$ cat src/rtl/req_arb_pkg.sv
package req_arb_pkg;

   typedef enum logic [1:0] {
      PLACE_FIRST = 2'b00,
      PLACE_MID   = 2'b01,
      PLACE_LAST  = 2'b10,
      PLACE_RSVD  = 2'b11
   } dma_place_e;

   typedef struct packed {
      logic [10:0] spare;
      logic        irq_en;
      dma_place_e  place;
      logic [1:0]  level_mode;
   } arb_cfg_t;

endpackage

$ cat src/rtl/arb_sync.sv
module arb_sync #(
   parameter int W      = 2,
   parameter int STAGES = 2
) (
   input  logic         clk,
   input  logic         rst_n,
   input  logic [W-1:0] d,
   output logic [W-1:0] q
);
   if (STAGES < 2) begin : g_bad_stages
      $error("arb_sync needs at least two stages");
   end

   logic [W-1:0] stg [STAGES];

   always_ff @(posedge clk or negedge rst_n) begin
      if (!rst_n) begin
         for (int i = 0; i < STAGES; i++) stg[i] <= '0;
      end else begin
         stg[0] <= d;
         for (int i = 1; i < STAGES; i++) stg[i] <= stg[i-1];
      end
   end

   assign q = stg[STAGES-1];
endmodule

$ cat src/rtl/arb_dma_front.sv
module arb_dma_front (
   input  logic clk,
   input  logic rst_n,
   input  logic pin_sync,
   input  logic level_mode,
   input  logic granted,
   output logic req
);
   logic prev_q;
   logic pend_q;

   always_ff @(posedge clk or negedge rst_n) begin
      if (!rst_n) begin
         prev_q <= 1'b0;
         pend_q <= 1'b0;
      end else begin
         prev_q <= pin_sync;
         if (level_mode) pend_q <= 1'b0;
         else            pend_q <= (pend_q & ~granted) | (pin_sync & ~prev_q);
      end
   end

   assign req = level_mode ? pin_sync : pend_q;
endmodule

$ cat src/rtl/arb_lsb_pick.sv
module arb_lsb_pick #(
   parameter int W = 4
) (
   input  logic [W-1:0] req,
   output logic [W-1:0] pick,
   output logic         any
);
   assign pick = req & (~req + W'(1));
   assign any  = |req;
endmodule

$ cat src/rtl/req_arb.sv
module req_arb
   import req_arb_pkg::*;
#(
   parameter int NUM_SER     = 4,
   parameter int NUM_PER     = 4,
   parameter int SYNC_STAGES = 2,
   localparam int N_DMA      = 2,
   localparam int N_REQ      = N_DMA + NUM_SER + NUM_PER,
   localparam int IDX_W      = $clog2(N_REQ)
) (
   input  logic               clk,
   input  logic               rst_n,
   input  logic               cfg_wr,
   input  logic [15:0]        cfg_wdata,
   input  logic [N_DMA-1:0]   dma_pin,
   input  logic [NUM_SER-1:0] ser_req,
   input  logic [NUM_PER-1:0] per_req,
   input  logic               grant_enable,
   output logic [N_REQ-1:0]   grant_onehot,
   output logic               grant_valid,
   output logic [IDX_W-1:0]   grant_index,
   output logic               dma_irq,
   output logic               config_error
);
   if (NUM_SER < 1) begin : g_bad_ser
      $error("req_arb needs at least one serial channel");
   end
   if (NUM_PER < 1) begin : g_bad_per
      $error("req_arb needs at least one peripheral line");
   end

   arb_cfg_t   cfg_q;
   logic       err_q;
   dma_place_e place_eff;

   always_ff @(posedge clk or negedge rst_n) begin
      if (!rst_n) begin
         cfg_q <= '0;
         err_q <= 1'b0;
      end else if (cfg_wr) begin
         cfg_q <= arb_cfg_t'(cfg_wdata);
         if (cfg_wdata[3:2] == PLACE_RSVD) err_q <= 1'b1;
      end
   end

   assign config_error = err_q;
   assign place_eff    = (cfg_q.place == PLACE_RSVD) ? PLACE_FIRST : cfg_q.place;

   logic [N_DMA-1:0] pin_s;
   logic [N_DMA-1:0] dma_eff;

   arb_sync #(.W(N_DMA), .STAGES(SYNC_STAGES)) u_sync (
      .clk(clk), .rst_n(rst_n), .d(dma_pin), .q(pin_s)
   );

   for (genvar k = 0; k < N_DMA; k++) begin : g_dma
      arb_dma_front u_front (
         .clk       (clk),
         .rst_n     (rst_n),
         .pin_sync  (pin_s[k]),
         .level_mode(cfg_q.level_mode[k]),
         .granted   (grant_onehot[k]),
         .req       (dma_eff[k])
      );
   end

   logic [N_DMA-1:0]   d_one;
   logic [NUM_SER-1:0] s_one;
   logic [NUM_PER-1:0] p_one;
   logic d_any, s_any, p_any;

   arb_lsb_pick #(.W(N_DMA))   u_pick_d (.req(dma_eff), .pick(d_one), .any(d_any));
   arb_lsb_pick #(.W(NUM_SER)) u_pick_s (.req(ser_req), .pick(s_one), .any(s_any));
   arb_lsb_pick #(.W(NUM_PER)) u_pick_p (.req(per_req), .pick(p_one), .any(p_any));

   logic sel_d, sel_s, sel_p;

   always_comb begin
      sel_d = 1'b0;
      sel_s = 1'b0;
      sel_p = 1'b0;
      case (place_eff)
         PLACE_MID: begin
            sel_s = s_any;
            sel_d = !s_any && d_any;
            sel_p = !s_any && !d_any && p_any;
         end
         PLACE_LAST: begin
            sel_s = s_any;
            sel_p = !s_any && p_any;
            sel_d = !s_any && !p_any && d_any;
         end
         default: begin
            sel_d = d_any;
            sel_s = !d_any && s_any;
            sel_p = !d_any && !s_any && p_any;
         end
      endcase
      if (!grant_enable) begin
         sel_d = 1'b0;
         sel_s = 1'b0;
         sel_p = 1'b0;
      end
   end

   assign grant_onehot = {({NUM_PER{sel_p}} & p_one),
                          ({NUM_SER{sel_s}} & s_one),
                          ({N_DMA{sel_d}}   & d_one)};
   assign grant_valid  = sel_d | sel_s | sel_p;

   always_comb begin
      grant_index = '0;
      for (int i = 0; i < N_REQ; i++) begin
         if (grant_onehot[i]) grant_index = grant_index | IDX_W'(i);
      end
   end

   assign dma_irq = cfg_q.irq_en & dma_eff[0];
endmodule

$ cat config.mk
export PLATFORM = sky130hd
export DESIGN_NAME = req_arb
export DESIGN_NICKNAME = d
export VERILOG_FILES = /design/src/rtl/req_arb_pkg.sv /design/src/rtl/arb_sync.sv /design/src/rtl/arb_dma_front.sv /design/src/rtl/arb_lsb_pick.sv /design/src/rtl/req_arb.sv
export SDC_FILE = /design/constraint.sdc
export NUM_CORES = 1
export LEC_CHECK = 0
export CAP_MARGIN = 20
export CORE_AREA = 4 4 41 43
export DETAILED_ROUTE_END_ITERATION = 16
export DIE_AREA = 0 0 45 47
export DONT_BUFFER_PORTS = 1
export GPL_TIMING_DRIVEN = 0
export PLACE_DENSITY = 0.75
export REMOVE_ABC_BUFFERS = 1
export SETUP_SLACK_MARGIN = 0.3
export SLEW_MARGIN = 20
export SYNTH_ARGS = -nofsm -noshare
export SYNTH_HDL_FRONTEND = slang
export SYNTH_SLANG_ARGS = --single-unit
$ cat constraint.sdc
create_clock -name clk -period 5 [get_ports clk]
set_input_delay 0.5 -clock clk [delete_from_list [all_inputs] [get_ports clk]]
set_output_delay 0.5 -clock clk [all_outputs]
set_load 0.05 [all_outputs]
==> flow_summary.json <==
{
  "yosys-top-cells-area": "dfrtp_1 44%, mux2_2 5.7%, mux2_4 3.8%",
  "drc_errors": 0,
  "p_sw_uw": 86.1,
  "fin_crit_ns": 2.97,
  "io_buffers": 0,
  "final_area_um2": 880,
  "dieArea_um2": 2120,
  "critical_path_class": "reg2out",
  "p_leak_nw": 0.367,
  "hpwlAfterDp_um": 1270,
  "cpPeakStageDelay_ns": 1.04,
  "grtUsageTotal": 0.159,
  "min_from": "dma_pin[1]",
  "finalMaxSlewViolations": 0,
  "hold_class": "in2reg",
  "ys_types": 34,
  "ys_warn_count": 0,
  "drive_gt1_frac": 0.282,
  "outcome": "completed",
  "critPathMaxFanout": 8,
  "fin_skew_ns": 0.00362,
  "core_um2": 1300,
  "postRouteAntennaNets": 0,
  "cts_tree": "built",
  "post-route-period-util": 0.594,
  "worst_slew_pin_slew_ns": 1.17,
  "ctsRootBufferMaster": "clkbuf_4",
  "whs_path_depth": 0,
  "cap_violations": 0,
  "top_level_ports": 47,
  "avgRoutedWirePerCell_um": 16.9,
  "area_delta_synth_final_pct": 10.5,
  "antenna_found_initial": 0,
  "rsz0062_at_grt": "no",
  "first_pass_iters": 4,
  "reg2reg_slack_ns": 3.37,
  "worstPathCellList": "mux2_4 > nor2_4 > o2111ai_4 > nor4b_2",
  "n_antenna_cell": 0,
  "yosysSeqAreaShare": 0.440,
  "grt_pass1_vias": 555,
  "p_int_uw": 186,
  "syn_area_per_cell_um2": 10.6,
  "slew_headroom": 0.221,
  "cts.htree.levels": 1,
  "fp.dieW_um": 45,
  "r2r_start": "cfg_q[2]",
  "fp.dieH_um": 47,
  "ys_ff_latch": 14,
  "route.vias.total": 557,
  "grt_remaining_overflow": 0,
  "cts_buffer_depth": 2,
  "crit_required_ns": 4.50,
  "holdWs_ns": 0.246,
  "yosysTopAreaCellShare": 0.440,
  "crit_path_start": "cfg_q[0]",
  "numCtsBuffers": 3,
  "reg2regPathDepth": 6,
  "cp_num_cells": 4,
  "setup-tns-final_ns": 0,
  "start_util": 0.612,
  "num_rows": 13,
  "gp_congestion": 0.701,
  "drt_iter0_drc": 8,
  "pwr-share-comb": 0.243,
  "seq_power_share": 0.466,
  "wl_um": 1580,
  "netlist_area_um2": 796,
  "grt_pass1_wl_um": 2400,
  "nets": 110,
  "setup_viol": 0,
  "insertion_delay_ns": 0.27,
  "rr_endpoint": "g_dma[1].u_front.pend_q",
  "holdPathEnd": "u_sync.stg[3]",
  "viasPerCell": 5.99,
  "p_sw_frac": 0.317,
  "grt_max_degree": 15,
  "fmax_mhz": 337,
  "cp_slowest_cell": "nor4b_2",
  "start_kind": "register",
  "syn_inst": 75,
  "synth_area_leader_cell": "dfrtp_1",
  "crit_buf_inv": 0,
  "cp_data_arrival_time_ns": 2.47,
  "end_kind": "output pin",
  "cts_resized": 0,
  "power_frac_clock": 0.291,
  "finalHoldViolations": 0,
  "clkTransAtPathRegs_ns": 0.08,
  "vdd.ir_drop.worst_mv": 0.252,
  "place_area_um2": 825,
  "cts.sinks": 14,
  "crit_family": "simple AND/OR/NAND/NOR gates",
  "power_density_nw_per_um2": 309
}
-- cells by family after synthesis --
logic type | after synthesis | synth area share
adder cells (fa/ha/maj) | 1 | 0.0157
flip-flops | 14 | 0.440
buffers and inverters | 10 | 0.0566
AND/OR/NAND/NOR | 30 | 0.244
multiplexers | 7 | 0.107
AO/OA/AOI/OAI | 13 | 0.137
-- final cells by class --
| type | instances | area [um2] |
|---|---|---|
| repair buffers | 2 | 17.5 |
| well taps | 15 | 18.8 |
| clock buffers | 4 | 36.3 |
| multi-input cells | 51 | 430 |
| fillers | 104 | 422 |
| flip-flops and latches | 14 | 350 |
| inverters | 7 | 26.3 |
-- timing repair --
action	CTS	global route
setup buffers	0	0
hold endpoints to repair	14	0
hold buffers	1	0
-- flip-flops by register name (all words and copies together), names as in the netlist --
name / count
cfg_q: 5
config_error: 1
g_dma.u_front.pend_q: 2
g_dma.u_front.prev_q: 2
u_sync.q: 2
u_sync.stg: 2
-- how the worst max path moves through the flow --
stage / endpoint
CTS: grant_onehot[9]
global placement: grant_onehot[8]
global route: grant_onehot[9]
finish: grant_onehot[9]
floorplan: grant_onehot[8]
detailed placement: grant_onehot[9]
-- power by group through the flow --
stage / clock [mW] / combinational (mW) / sequential, mW
2_1_floorplan: 0 / 0.0564 / 0.127
3_3_place_gp: 0 / 0.0611 / 0.128
3_5_place_dp: 0 / 0.0630 / 0.129
4_1_cts: 0.0808 / 0.0663 / 0.127
5_1_grt: 0.0870 / 0.0706 / 0.128
6_report: 0.0793 / 0.0661 / 0.127
-- stage by stage --
step / power (mW) / utilization / setup slack [ns] / cells
6_report: 0.272 / 0.676 / 2.03 / 93
4_1_cts: 0.274 / 0.669 / 2.03 / 93
2_1_floorplan: 0.184 / - / 1.94 / 72
3_5_place_dp: 0.192 / 0.634 / 2.30 / 88
5_1_grt: 0.285 / 0.676 / 1.94 / 93
3_3_place_gp: 0.189 / 0.612 / 1.86 / 87
-- synth_stat cells, drive strengths merged --
| cell | n |
|---|---|
| a31o | 1 |
| nor3 | 1 |
| nand3 | 2 |
| nor2 | 9 |
| or2b | 2 |
| nor4 | 3 |
| nor3b | 2 |
| o2111ai | 1 |
| nand4b | 1 |
| o221ai | 1 |
| nor2b | 1 |
| mux2 | 6 |
| nand2 | 3 |
| buf | 2 |
| o21ai | 3 |
| mux2i | 1 |
| ha | 1 |
| o22ai | 2 |
| a21oi | 3 |
| and3 | 1 |
| inv | 7 |
| a31oi | 1 |
| or2 | 1 |
| clkbuf | 1 |
| and2 | 1 |
| dfrtp | 14 |
| o311ai | 1 |
| nand2b | 2 |
| nor4b | 1 |
-- placed cells by master (no fill, tap or decap), types with 2 or more instances in the layout --
master | netlist | layout
a21oi_1 | 3 | 3
clkbuf_4 | 0 | 3
dfrtp_1 | 14 | 14
inv_1 | 7 | 7
mux2_2 | 4 | 4
mux2_4 | 2 | 2
nand2_1 | 3 | 3
nand2b_1 | 2 | 2
nand3_1 | 2 | 2
nor2_1 | 8 | 8
nor3b_2 | 0 | 2
nor4_4 | 1 | 2
o21ai_0 | 2 | 2
o22ai_1 | 2 | 2
-- metal layers --
layer	global-route usage	up-vias	share of wire
met3	0.0575	2	0.091
met4	0.0702	0	0.0076
met1	0.180	259	0.40
li1	-	270	-
met5	0	-	0
met2	0.271	26	0.50
No activity file was read; power rests on OpenSTA's default activity.
